$ cat config.mk
export PLATFORM = sky130hd
export DESIGN_NAME = win_watchdog
export DESIGN_NICKNAME = d
export VERILOG_FILES = /design/src/rtl/win_watchdog.sv
export SDC_FILE = /design/constraint.sdc
export NUM_CORES = 1
export LEC_CHECK = 0
export BUFFER_PORTS_ARGS = -buffer_cell sky130_fd_sc_hd__buf_2
export CORE_MARGIN = 5
export CORE_UTILIZATION = 30
export CTS_BUF_LIST = sky130_fd_sc_hd__clkbuf_4 sky130_fd_sc_hd__clkbuf_8
export CTS_CLUSTER_DIAMETER = 200
export DETAILED_ROUTE_END_ITERATION = 6
export PLACE_DENSITY = 0.6
export SYNTH_ARGS = -nofsm -noshare
export SYNTH_HDL_FRONTEND = slang
export SYNTH_SLANG_ARGS = --single-unit
$ cat constraint.sdc
create_clock -name clk -period 3.15 [get_ports clk]
set_clock_uncertainty 0.1 [all_clocks]
set_input_delay 0.63 -clock clk [delete_from_list [all_inputs] [get_ports clk]]
set_output_delay 0.63 -clock clk [all_outputs]
set_load 0.03 [all_outputs]
$ cat src/rtl/win_watchdog.sv
module win_watchdog #(
  parameter logic [15:0] KEY_ARM  = 16'h0123,
  parameter logic [15:0] KEY_FIRE = 16'h3210,
  parameter int          DIV_W    = 13
) (
  input  logic        clk,
  input  logic        rst_n,
  input  logic        sleep_i,
  input  logic        ctrl_we,
  input  logic [11:0] ctrl_wdata,
  input  logic        key_we,
  input  logic [15:0] key_wdata,
  input  logic        clr_we,
  input  logic [1:0]  clr_wdata,
  output logic [15:0] count_o,
  output logic        underflow_flag_o,
  output logic        refresh_err_flag_o,
  output logic        irq_o,
  output logic        rst_req_o
);

  localparam logic [11:0] CFG_RST = 12'h008;

  function automatic logic [3:0] div_shift(input logic [3:0] c);
    case (c)
      4'd2:    return 4'd2;
      4'd6:    return 4'd6;
      4'd7:    return 4'd7;
      4'd8:    return 4'd8;
      4'd9:    return 4'd9;
      4'd10:   return 4'd10;
      4'd11:   return 4'd11;
      4'd13:   return 4'd13;
      default: return 4'd0;
    endcase
  endfunction

  function automatic logic div_ok(input logic [3:0] c);
    return (c == 4'd2) || (c >= 4'd6 && c <= 4'd11) || (c == 4'd13);
  endfunction

  function automatic logic [15:0] top_of(input logic [1:0] p);
    case (p)
      2'd0:    return 16'h00FF;
      2'd1:    return 16'h0FFF;
      2'd2:    return 16'h3FFF;
      default: return 16'hFFFF;
    endcase
  endfunction

  logic [11:0]      cfg_q;
  logic [15:0]      count_q;
  logic [DIV_W-1:0] div_q;
  logic             run_q, armed_q, uf_q, re_q, rst_q;

  logic [15:0]      period_m1, elapsed;
  logic [1:0]       quarter;
  logic [3:0]       win_mask;
  logic [DIV_W-1:0] div_mask;
  logic             tick, advance, cfg_ok, fire, in_win, reload, ref_err, uf_evt;

  assign period_m1 = top_of(cfg_q[1:0]);
  assign elapsed   = period_m1 - count_q;
  assign win_mask  = cfg_q[9:6];

  always_comb begin
    case (cfg_q[1:0])
      2'd0:    quarter = elapsed[7:6];
      2'd1:    quarter = elapsed[11:10];
      2'd2:    quarter = elapsed[13:12];
      default: quarter = elapsed[15:14];
    endcase
  end

  assign div_mask = DIV_W'((32'd1 << div_shift(cfg_q[5:2])) - 32'd1);
  assign tick     = (div_q & div_mask) == div_mask;
  assign advance  = run_q && tick && !(sleep_i && cfg_q[10]);
  assign cfg_ok   = ctrl_we && !run_q && div_ok(ctrl_wdata[5:2]);
  assign fire     = key_we && (key_wdata == KEY_FIRE) && armed_q && !cfg_ok;
  assign in_win   = (win_mask == 4'd0) || win_mask[quarter];
  assign reload   = fire && (!run_q || in_win);
  assign ref_err  = fire && run_q && !in_win;
  assign uf_evt   = advance && (count_q == 16'd0) && !reload;

  always_ff @(posedge clk or negedge rst_n) begin
    if (!rst_n) begin
      cfg_q   <= CFG_RST;
      count_q <= top_of(CFG_RST[1:0]);
      div_q   <= '0;
      run_q   <= 1'b0;
      armed_q <= 1'b0;
      uf_q    <= 1'b0;
      re_q    <= 1'b0;
      rst_q   <= 1'b0;
    end else begin
      div_q <= reload ? '0 : div_q + 1'b1;
      if (key_we) armed_q <= (key_wdata == KEY_ARM);
      if (cfg_ok) begin
        cfg_q   <= ctrl_wdata;
        count_q <= top_of(ctrl_wdata[1:0]);
      end else if (reload) begin
        count_q <= period_m1;
        run_q   <= 1'b1;
      end else if (uf_evt) begin
        count_q <= period_m1;
      end else if (advance) begin
        count_q <= count_q - 16'd1;
      end
      if (uf_evt) uf_q <= 1'b1;
      else if (clr_we && clr_wdata[0]) uf_q <= 1'b0;
      if (ref_err) re_q <= 1'b1;
      else if (clr_we && clr_wdata[1]) re_q <= 1'b0;
      rst_q <= (uf_evt || ref_err) && cfg_q[11];
    end
  end

  assign count_o            = count_q;
  assign underflow_flag_o   = uf_q;
  assign refresh_err_flag_o = re_q;
  assign irq_o              = !cfg_q[11] && (uf_q || re_q);
  assign rst_req_o          = rst_q;

endmodule

==> results.sh, run 1 <==
export IMPL_status="finished with violations"
export IMPL_violations="setup timing"
export IMPL_busiest_layer="met2"
export IMPL_fin_cells=604
export IMPL_num_vias=3059
export IMPL_synth_async_sr_flop_share=1.000
export IMPL_cts_clk_slew_worst_paths_ns=0.10
export IMPL_overflow=0
export IMPL_die_h_um=112.4
export IMPL_synthFlopType="dfrtp_1"
export IMPL_syn_area_per_cell_sq_um=8.485
export IMPL_coreArea_sq_mm=0.01028
export IMPL_numPortBuffers=55
export IMPL_synth_xor_area_share=0.03895
export IMPL_use_met1=0.1772
export IMPL_clock_sinks=46
export IMPL_numCtsBuffers=5
export IMPL_post_route_min_period_ns=3.277
export IMPL_totalWireLength_mm=8.678
export IMPL_hold_class="in2async"
export IMPL_yosys_cell_types_count=71
export IMPL_gr_usage_met3=0.02749
export IMPL_htree_levels=2
export IMPL_slew_headroom=0.4064
export IMPL_grt_usage=0.1394
export IMPL_nets=512
export IMPL_cp_arrival_ns=3.38
export IMPL_cap_violations=0
export IMPL_dpl_cell_count=587
export IMPL_drive_above_1_share=0.3825
export IMPL_n_antenna_cell=0
export IMPL_startpoint_type="register"
export IMPL_synth_adder_area_share=0.03577
export IMPL_fin_crit_sh=1.040
export IMPL_grt_max_degree=40
export IMPL_drcViolationCount=0
export IMPL_io_pins=56
export IMPL_ant_nets=0
export IMPL_yosys_area_top_type="dfrtp_1"
export IMPL_grtUsageMet2=0.2491
export IMPL_gp_congestion=0.8631
export IMPL_yosysTopAreaCellShare=0.2941
export IMPL_clock_root_buffer="clkbuf_8"
export IMPL_start_util=0.3063
export IMPL_place_ws_ns=-0.1710
export IMPL_cts_tree="yes"
export IMPL_worstMarginPinSlew_ns=0.8904
export IMPL_finalSetupViolations=7
export IMPL_hpwl_mm=6.715
export IMPL_finalPower_w=0.002006
export IMPL_viasPerCell=5.065
export IMPL_yosys_warnings=0
export IMPL_ys_seq_area_frac=0.3692
export IMPL_grt_pass1_wl_mm=14.70
export IMPL_fp_dieArea_sq_mm=0.01264
export IMPL_grt_antenna_before_repair=0
export IMPL_wl_per_cell_um=14.37
export IMPL_fmax_mhz=305.2
export IMPL_finalHoldViolCount=0
export IMPL_ir_worst_vdd_mv=0.2722
export IMPL_synth_area_leaders="dfrtp_1 (29%), dfstp_2 (7.5%), nand2_1 (6.9%)"
export IMPL_die_w_um=112.4
export IMPL_layout_area_overhead_vs_synth_pct=35.45
export IMPL_crit_required_ns=3.25
export IMPL_crit_path_max_fanout=4
export IMPL_synth_cells=371
export IMPL_fp_row_count=37
export IMPL_postCtsHoldBufs=0
export IMPL_firstDrtPassIters=4
export IMPL_synth_top_family_by_area="simple AND/OR/NAND/NOR gates"
export IMPL_worstReg2RegStart="cfg_q[1]"
export IMPL_synth_area_sq_mm=0.003148
export IMPL_grt_pass1_vias=3112
export IMPL_synth_simple_area_share=0.2862
export IMPL_powerDensity_mw_per_mm2=470.4
export IMPL_synthesis_nets=416
export IMPL_p_leak_nw=1.913
export IMPL_endpoint_kind="register"
export IMPL_synth_mux_area_frac=0.006359
export IMPL_r2r_slack_ns=-0.13
export IMPL_worst_r2r_path_depth=13
export IMPL_ys_seq_elements=46
export IMPL_layout_common_cells="buf_2 (55), nand2_1 (53), buf_4 (42), dfrtp_1 (35), nor2_1 (25)"
export IMPL_rsz0062_at_grt="true"
export IMPL_fin_ws_ns=-0.1268
export IMPL_synth_compound_area_frac=0.2182
export IMPL_first_iter_violations=120
export IMPL_path_class="reg2reg"
export IMPL_worstSkewPairLatency_ns=0.31
export IMPL_mostFrequentLayoutCell="buf_2"
export IMPL_clockBufferDepth=2
export IMPL_synth_edf_count=0
export IMPL_drv_slew=0
export IMPL_reg2reg_to="count_o[8]"
[worst max path at each step]
stage,from,endpoint,slack [ns]
2_1_floorplan,cfg_q[0],count_o[8],-0.03
3_3_place_gp,cfg_q[0],count_o[8],-0.12
3_5_place_dp,cfg_q[0],count_o[8],-0.17
4_1_cts,cfg_q[1],count_o[8],-0.13
5_1_grt,cfg_q[1],count_o[8],-0.28
6_report,cfg_q[1],count_o[8],-0.13
[cells by family after synthesis]
| logic type | after synthesis |
|---|---|
| XOR/XNOR | 14 |
| AND/OR/NAND/NOR | 168 |
| flip-flops | 46 |
| other | 1 |
| AO/OA/AOI/OAI | 100 |
| adder cells (fa/ha/maj) | 9 |
| buffers and inverters | 31 |
| multiplexers | 2 |
[stage by stage]
stage | utilization | setup TNS, ns | hold slack (ns) | area, sq um
6_report | 0.4149 | -0.4756 | 0.3318 | 4264
5_1_grt | 0.4149 | -3.491 | 0.3688 | 4264
4_1_cts | 0.4007 | -1.212 | 0.3653 | 4118
3_5_place_dp | 0.3814 | -1.691 | 0.3938 | 3920
3_3_place_gp | 0.3814 | -1.061 | 0.3665 | 3920
2_1_floorplan | - | -0.03271 | 0.2344 | 3272
[cell type report]
cell class              count  area, sq um
clock buffers               5        68.82
clock inverters             3        27.53
fillers                  1079         6013
inverters                  16        60.06
multi-input cells         294         2095
flip-flops and latches     46         1165
well taps                 136        170.2
repair buffers            104        678.2
[synthesized netlist by cell type, types with 5 or more instances]
| library cell | instances |
|---|---|
| dfstp_2 | 9 |
| inv_1 | 16 |
| nand2_1 | 58 |
| o21ai_0 | 28 |
| xnor2_1 | 5 |
| clkbuf_1 | 6 |
| or2_2 | 5 |
| and3_1 | 12 |
| buf_2 | 6 |
| nor3_1 | 6 |
| ha_1 | 9 |
| dfrtp_1 | 37 |
| xor2_1 | 9 |
| nand3_1 | 12 |
| a31oi_1 | 7 |
| a21oi_1 | 18 |
| nand2b_1 | 6 |
| nor2_1 | 31 |
[layer usage]
metal / part of all wire / wire length, um
met1: 0.45 / 3880
met2: 0.52 / 4481
met3: 0.030 / 260
met4: 0.0063 / 55
met5: 0 / 0
[state kept, by name (all words and copies together) (netlist names)]
name                count
count_o                16
div_q                  13
cfg_q                  12
armed_q                 1
refresh_err_flag_o      1
rst_req_o               1
run_q                   1
underflow_flag_o        1
[repair_timing]
| action | 4_1_cts | 5_1_grt |
|---|---|---|
| resized for setup | 21 | 28 |
| setup endpoints to repair | 24 | 31 |
| buffers inserted | 5 | 5 |
| pin swaps | 13 | 13 |
[where the power goes]
| group | total (W) | internal, W | switching [W] | leakage (nW) |
|---|---|---|---|---|
| Combinational | 0.000894 | 0.000411 | 0.000482 | 1.31 |
| Clock | 0.000394 | 0.000165 | 0.000229 | 0.0467 |
| Sequential | 0.000718 | 0.000659 | 0.0000595 | 0.552 |
[critical path: stages (launching register included)]
cell and delay [ns]:
dfrtp_1 0.39, or2_4 0.30, ha_4 0.24, a21o_1 0.18
a221oi_2 0.30, xor2_1 0.11, o31ai_2 0.31, and2_4 0.22
o2111ai_4 0.15, buf_6 0.16, a31oi_4 0.23, nand2_2 0.12
o21a_1 0.18, o22a_1 0.17
No activity file was read; power rests on OpenSTA's default activity.
==> run 2, diff against run 1 <==
--- a/config.mk
+++ b/config.mk
@@ -5,6 +5,7 @@
 export SDC_FILE = /design/constraint.sdc
 export NUM_CORES = 1
 export LEC_CHECK = 0
+export ABC_AREA = 1
 export BUFFER_PORTS_ARGS = -buffer_cell sky130_fd_sc_hd__buf_2
 export CORE_MARGIN = 5
 export CORE_UTILIZATION = 30
==> results.sh, run 2 <==
export IMPL_status="finished, final reports clean"
export IMPL_syn_area_per_cell_sq_um=7.059
export IMPL_finalSetupViolations=0
export IMPL_rsz0062_at_grt="false"
export IMPL_synth_async_sr_flop_share=1.000
export IMPL_crit_required_ns=3.27
export IMPL_synthesis_nets=500
export IMPL_post_route_min_period_ns=2.861
export IMPL_synth_edf_count=0
export IMPL_grt_max_degree=45
export IMPL_grt_pass1_vias=2936
export IMPL_holdWs_ns=0.3787
export IMPL_fp_row_count=37
export IMPL_numPortBuffers=55
export IMPL_path_class="reg2reg"
export IMPL_die_h_um=113.5
export IMPL_num_vias=3060
export IMPL_gp_congestion=0.8531
export IMPL_slew_headroom=0.3434
export IMPL_coreArea_sq_mm=0.01037
export IMPL_cap_violations=0
export IMPL_cts_tree="yes"
export IMPL_yosys_area_top_type="dfrtp_1"
export IMPL_drcViolationCount=0
export IMPL_wl_per_cell_um=12.49
export IMPL_hpwl_mm=6.477
export IMPL_nets=563
export IMPL_synth_area_sq_mm=0.003212
export IMPL_powerDensity_mw_per_mm2=489.3
export IMPL_io_pins=56
export IMPL_fin_crit_sh=0.9084
export IMPL_largest_reg_flops=16
export IMPL_final_util=0.3676
export IMPL_crit_path_max_fanout=12
export IMPL_synth_cells=455
export IMPL_grt_usage=0.1302
export IMPL_drv_slew=0
export IMPL_numCtsBuffers=5
export IMPL_ys_seq_area_frac=0.3619
export IMPL_endpoint_kind="register"
export IMPL_die_w_um=113.5
export IMPL_overflow=0
export IMPL_finalHoldViolCount=0
export IMPL_fmax_mhz=349.5
export IMPL_tns_ns=0
export IMPL_synthFlopType="dfrtp_1"
export IMPL_totalWireLength_mm=8.178
export IMPL_ys_seq_elements=46
export IMPL_grt_antenna_before_repair=0
export IMPL_synth_most_common_cell="nand2_1"
export IMPL_finalPower_w=0.001865
export IMPL_postCtsHoldBufs=0
export IMPL_reg2reg_to="count_o[2]"
export IMPL_worstReg2RegStart="cfg_q[1]"
export IMPL_layout_common_cells="nand2_1 (96), nor2_1 (65), inv_1 (59), buf_2 (55), dfrtp_1 (36)"
export IMPL_fillers=1135
export IMPL_layout_area_overhead_vs_synth_pct=18.70
export IMPL_drive_above_1_share=0.2197
export IMPL_htree_levels=2
export IMPL_n_antenna_cell=0
export IMPL_ir_worst_vdd_mv=0.2408
export IMPL_firstDrtPassIters=4
export IMPL_worstMarginPinSlew_ns=0.9848
export IMPL_r2r_slack_ns=0.29
export IMPL_yosys_warnings=0
export IMPL_synth_area_leaders="dfrtp_1 (29%), nand2_1 (11%), nor2_1 (7.7%)"
export IMPL_first_iter_violations=117
export IMPL_startpoint_type="register"
export IMPL_yosysTopAreaCellShare=0.2883
export IMPL_mostFrequentLayoutCell="nand2_1"
export IMPL_hold_class="in2async"
export IMPL_cp_arrival_ns=2.98
export IMPL_ant_nets=0
export IMPL_cts_clk_slew_worst_paths_ns=0.09
export IMPL_viasPerCell=4.672
export IMPL_yosys_cell_types_count=36
export IMPL_yosys_top_cells_count="nand2_1 (97), nor2_1 (66), inv_1 (59), dfrtp_1 (37), nand3_1 (30)"
export IMPL_worst_r2r_path_depth=21
export IMPL_clockBufferDepth=2
export IMPL_grt_pass1_wl_mm=13.93
export IMPL_worstSkewPairLatency_ns=0.30
export IMPL_p_leak_nw=1.921
export IMPL_clock_sinks=46
export IMPL_fp_dieArea_sq_mm=0.01288
export IMPL_start_util=0.3097
export IMPL_clock_root_buffer="clkbuf_8"
## run 2: changes by cell type in the layout (fill, tap and decap cells not counted), sizes merged, moves of 6 or more
cell | previous run | this run
and3 | 12 | 1
nand2 | 58 | 108
nand2b | 6 | 0
xor2 | 9 | 15
a21oi | 18 | 25
inv | 18 | 65
nand3 | 15 | 37
nor3 | 6 | 18
nor2 | 32 | 69
a31oi | 8 | 2
buf | 104 | 62
## run 2: worst max-delay path by stage
stage / start / cells past startpoint / slack, ns / to
5_1_grt: cfg_q[1] / 21 / 0.0002 / count_o[11]
3_3_place_gp: cfg_q[1] / 20 / 0.20 / count_o[9]
3_5_place_dp: cfg_q[1] / 20 / 0.06 / count_o[9]
4_1_cts: cfg_q[1] / 20 / 0.04 / count_o[9]
6_report: cfg_q[1] / 21 / 0.29 / count_o[2]
2_1_floorplan: count_o[10] / 19 / 0.51 / count_o[13]
## run 2: layout make-up
| cell class | count | area (sq um) | area share |
|---|---|---|---|
| clock buffer | 7 | 90.09 | 0.02363 |
| clock inverter | 1 | 5.005 | 0.001313 |
| inverter | 65 | 244.0 | 0.06400 |
| multi-input combinational | 338 | 1812 | 0.4752 |
| sequential | 46 | 1164 | 0.3052 |
| tap | 136 | 170.2 | 0.04463 |
| timing repair buffer | 62 | 327.8 | 0.08599 |
## run 2: what timing repair did
item | in CTS | in global routing
resized for setup | 0 | 11
buffers inserted | 0 | 4
setup endpoints to repair | 0 | 15
## run 2: metrics by stage
step / std cells / setup WS (ns) / instance area, sq um
floorplan: 455 / 0.5142 / 3212
global placement: 643 / 0.2042 / 3641
detailed placement: 643 / 0.05876 / 3641
CTS: 651 / 0.03549 / 3736
global route: 655 / 0.0002160 / 3812
finish: 655 / 0.2886 / 3812
## run 2: logic make-up (layout without fill, tap and decap cells)
| logic type | after synthesis | count (layout) | synth area share |
|---|---|---|---|
| DFF | 46 | 46 | 0.3619 |
| adders and majority gates | 9 | 9 | 0.03506 |
| AOI/OAI and AO/OA | 61 | 61 | 0.1028 |
| buffers and inverters | 71 | 135 | 0.08999 |
| xor gates and xnor gates | 20 | 20 | 0.05454 |
| other | 1 | 1 | 0.001168 |
| and+or+nand+nor | 247 | 247 | 0.3545 |
## run 2: routing by layer
metal | track usage | part of all wire | wire, um
met2 | 0.2132 | 0.46 | 3769
met4 | 0.02404 | 0.0075 | 61
met1 | 0.1793 | 0.48 | 3889
met5 | 0 | 0 | 0
met3 | 0.02653 | 0.056 | 457
## run 2: worst max-delay path, stage by stage (launching register included)
cell and delay [ns]:
dfrtp_2 0.47, nor2_4 0.16, inv_1 0.09, ha_2 0.38, nand2_1 0.06, inv_1 0.08
nand2_2 0.06, nand2_2 0.08, nand2_2 0.06, nand3_1 0.08, nand3_2 0.08, nand2_2 0.07
nand2_1 0.06, nand2_1 0.06, nand2_1 0.04, nand2_1 0.09, nand3_4 0.13, nand2_8 0.15
nand3_4 0.16, buf_4 0.20, nor2_1 0.08, a21oi_1 0.05
## run 2: report_power, final
part | internal (W) | total (W) | leakage, nW | switching (W)
Combinational | 0.000250 | 0.000687 | 1.33 | 0.000438
Sequential | 0.000687 | 0.000790 | 0.537 | 0.000103
Clock | 0.000186 | 0.000388 | 0.0517 | 0.000202
==> run 3, diff against run 2 <==
--- a/config.mk
+++ b/config.mk
@@ -13,6 +13,7 @@
 export CTS_CLUSTER_DIAMETER = 200
 export DETAILED_ROUTE_END_ITERATION = 6
 export PLACE_DENSITY = 0.6
+export REMOVE_ABC_BUFFERS = 1
 export SYNTH_ARGS = -nofsm -noshare
 export SYNTH_HDL_FRONTEND = slang
 export SYNTH_SLANG_ARGS = --single-unit
==> results.sh, run 3 (same netlist as run 2, synthesis figures left out) <==
export IMPL_grt_antenna_before_repair=0
export IMPL_status="finished, final reports clean"
export IMPL_clock_root_buffer="clkbuf_8"
export IMPL_grt_pass1_vias=3023
export IMPL_cts_clk_slew_worst_paths_ns=0.09
export IMPL_fmax_mhz=346.5
export IMPL_post_route_min_period_ns=2.886
export IMPL_grt_pass1_wl_mm=13.68
export IMPL_p_leak_nw=1.907
export IMPL_grt_usage=0.1283
export IMPL_powerDensity_mw_per_mm2=499.8
export IMPL_fin_cells=651
export IMPL_cts_setup_buffers=0
export IMPL_ir_worst_vdd_mv=0.2562
export IMPL_crit_chain="nor2_4, inv_1, ha_1, nand2_1, inv_1, nand2_2, nand2_2, nand2_2, nand3_1, nand3_2, nand2_2, nand2_1, nand2_1, nand2_1, nand2_1, nand3_4, nand2_4, buf_4, nand3_4, nor2_1, nor2_1, nor2_1"
export IMPL_largest_reg_flops=16
export IMPL_cts_tree="yes"
export IMPL_numCtsBuffers=5
export IMPL_endpoint_kind="register"
export IMPL_wl_per_cell_um=12.31
export IMPL_hold_class="reg2reg"
export IMPL_mostFrequentLayoutCell="nand2_1"
export IMPL_fp_dieArea_sq_mm=0.01288
export IMPL_ant_nets=0
export IMPL_coreArea_sq_mm=0.01037
export IMPL_nets=559
export IMPL_overflow=0
export IMPL_finalPower_w=0.001885
export IMPL_crit_required_ns=3.30
export IMPL_worstSkewPairLatency_ns=0.31
export IMPL_htree_levels=2
export IMPL_finalSetupViolations=0
export IMPL_path_class="reg2reg"
export IMPL_hpwl_mm=6.384
export IMPL_dpl_cell_count=643
export IMPL_finalHoldViolCount=0
export IMPL_path_common_cell="nand2_1"
export IMPL_holdPathStages=2
export IMPL_drcViolationCount=0
export IMPL_worst_r2r_path_depth=22
export IMPL_clock_sinks=46
export IMPL_die_h_um=113.5
export IMPL_gp_congestion=0.8529
export IMPL_rsz0062_at_grt="false"
export IMPL_first_iter_violations=150
export IMPL_numPortBuffers=55
export IMPL_clockBufferDepth=2
export IMPL_fp_row_count=37
export IMPL_slowest_stage="dfrtp_1"
export IMPL_start_util=0.3097
export IMPL_worst_path_largest_cell_delay_ns=0.50
export IMPL_layout_area_overhead_vs_synth_pct=17.45
export IMPL_drv_slew=0
export IMPL_fin_crit_sh=0.9162
export IMPL_n_antenna_cell=0
export IMPL_fin_ws_ns=0.2638
export IMPL_firstDrtPassIters=4
export IMPL_holdWs_ns=0.3835
export IMPL_viasPerCell=4.668
export IMPL_layout_common_cells="nand2_1 (97), nor2_1 (66), inv_1 (59), buf_2 (55), dfrtp_1 (37)"
export IMPL_place_ws_ns=0.1172
export IMPL_io_pins=56
export IMPL_grt_max_degree=47
export IMPL_drive_above_1_share=0.2058
export IMPL_worstMarginPinSlew_ns=1.011
export IMPL_num_vias=3039
export IMPL_totalWireLength_mm=8.013
export IMPL_crit_path_max_fanout=9
export IMPL_tns_ns=0
export IMPL_startpoint_type="register"
export IMPL_cp_arrival_ns=3.03
export IMPL_slew_headroom=0.3259
export IMPL_cap_violations=0
export IMPL_die_w_um=113.5
[run 3: changes by cell type in the layout (fill, tap and decap cells not counted), sizes merged]
| cell | before | now |
|---|---|---|
| buf | 62 | 58 |
| clkbuf | 7 | 8 |
| clkinv | 1 | 0 |
[run 3: what timing repair did]
item / 4_1_cts / 5_1_grt
hold buffers: 0 / 0
resized for setup: 0 / 4
hold endpoints to repair: 0 / 0
endpoints found under the setup margin: 0 / 14
[run 3: critical path: cells and delay by family (launching register included)]
kind / cells / cell delay [ns]
buf+inv: 3 / 0.32
fa+ha+maj: 1 / 0.37
flops: 1 / 0.50
simple gates: 18 / 1.53
[run 3: final timing paths]
kind | end | slack (ns) | startpoint
worst min register to register | cfg_q[10] | 0.38 | cfg_q[10]
min in group asynchronous | div_q[11] | 0.40 | rst_n
max in group asynchronous | cfg_q[11] | 1.93 | rst_n
worst max register to register | count_o[12] | 0.26 | cfg_q[1]
worst max-delay path | count_o[12] | 0.26 | cfg_q[1]
worst min-delay path | cfg_q[10] | 0.38 | cfg_q[10]
[run 3: final cells by class]
class	instances	area, sq um
flip-flops and latches	46	1162
multi-input cells	338	1788
repair buffers	58	297.8
fillers	1138	6598
clock buffers	8	110.1
well taps	136	170.2
inverters	65	244.0
[run 3: report_power, final]
| part | internal [W] | switching (W) | total, W |
|---|---|---|---|
| sequential | 0.000686 | 0.000100 | 0.000786 |
| combinational | 0.000246 | 0.000435 | 0.000681 |
| clock | 0.000222 | 0.000196 | 0.000418 |
| total | 0.00115 | 0.000732 | 0.00189 |
[run 3: per-stage QoR]
stage                     utilization  area (sq um)
after floorplan                     -          3167
after global placement         0.3511          3641
after detailed placement       0.3511          3641
after CTS                      0.3617          3751
after global routing           0.3638          3772
final                          0.3638          3772
[run 3: metal layers]
metal | up-vias | track usage | wire length, um
met1 | 1379 | 0.1704 | 3857
met4 | 0 | 0.04407 | 145
met3 | 11 | 0.01910 | 304
met5 | - | 0 | 0
li1 | 1583 | - | -
met2 | 66 | 0.2128 | 3706
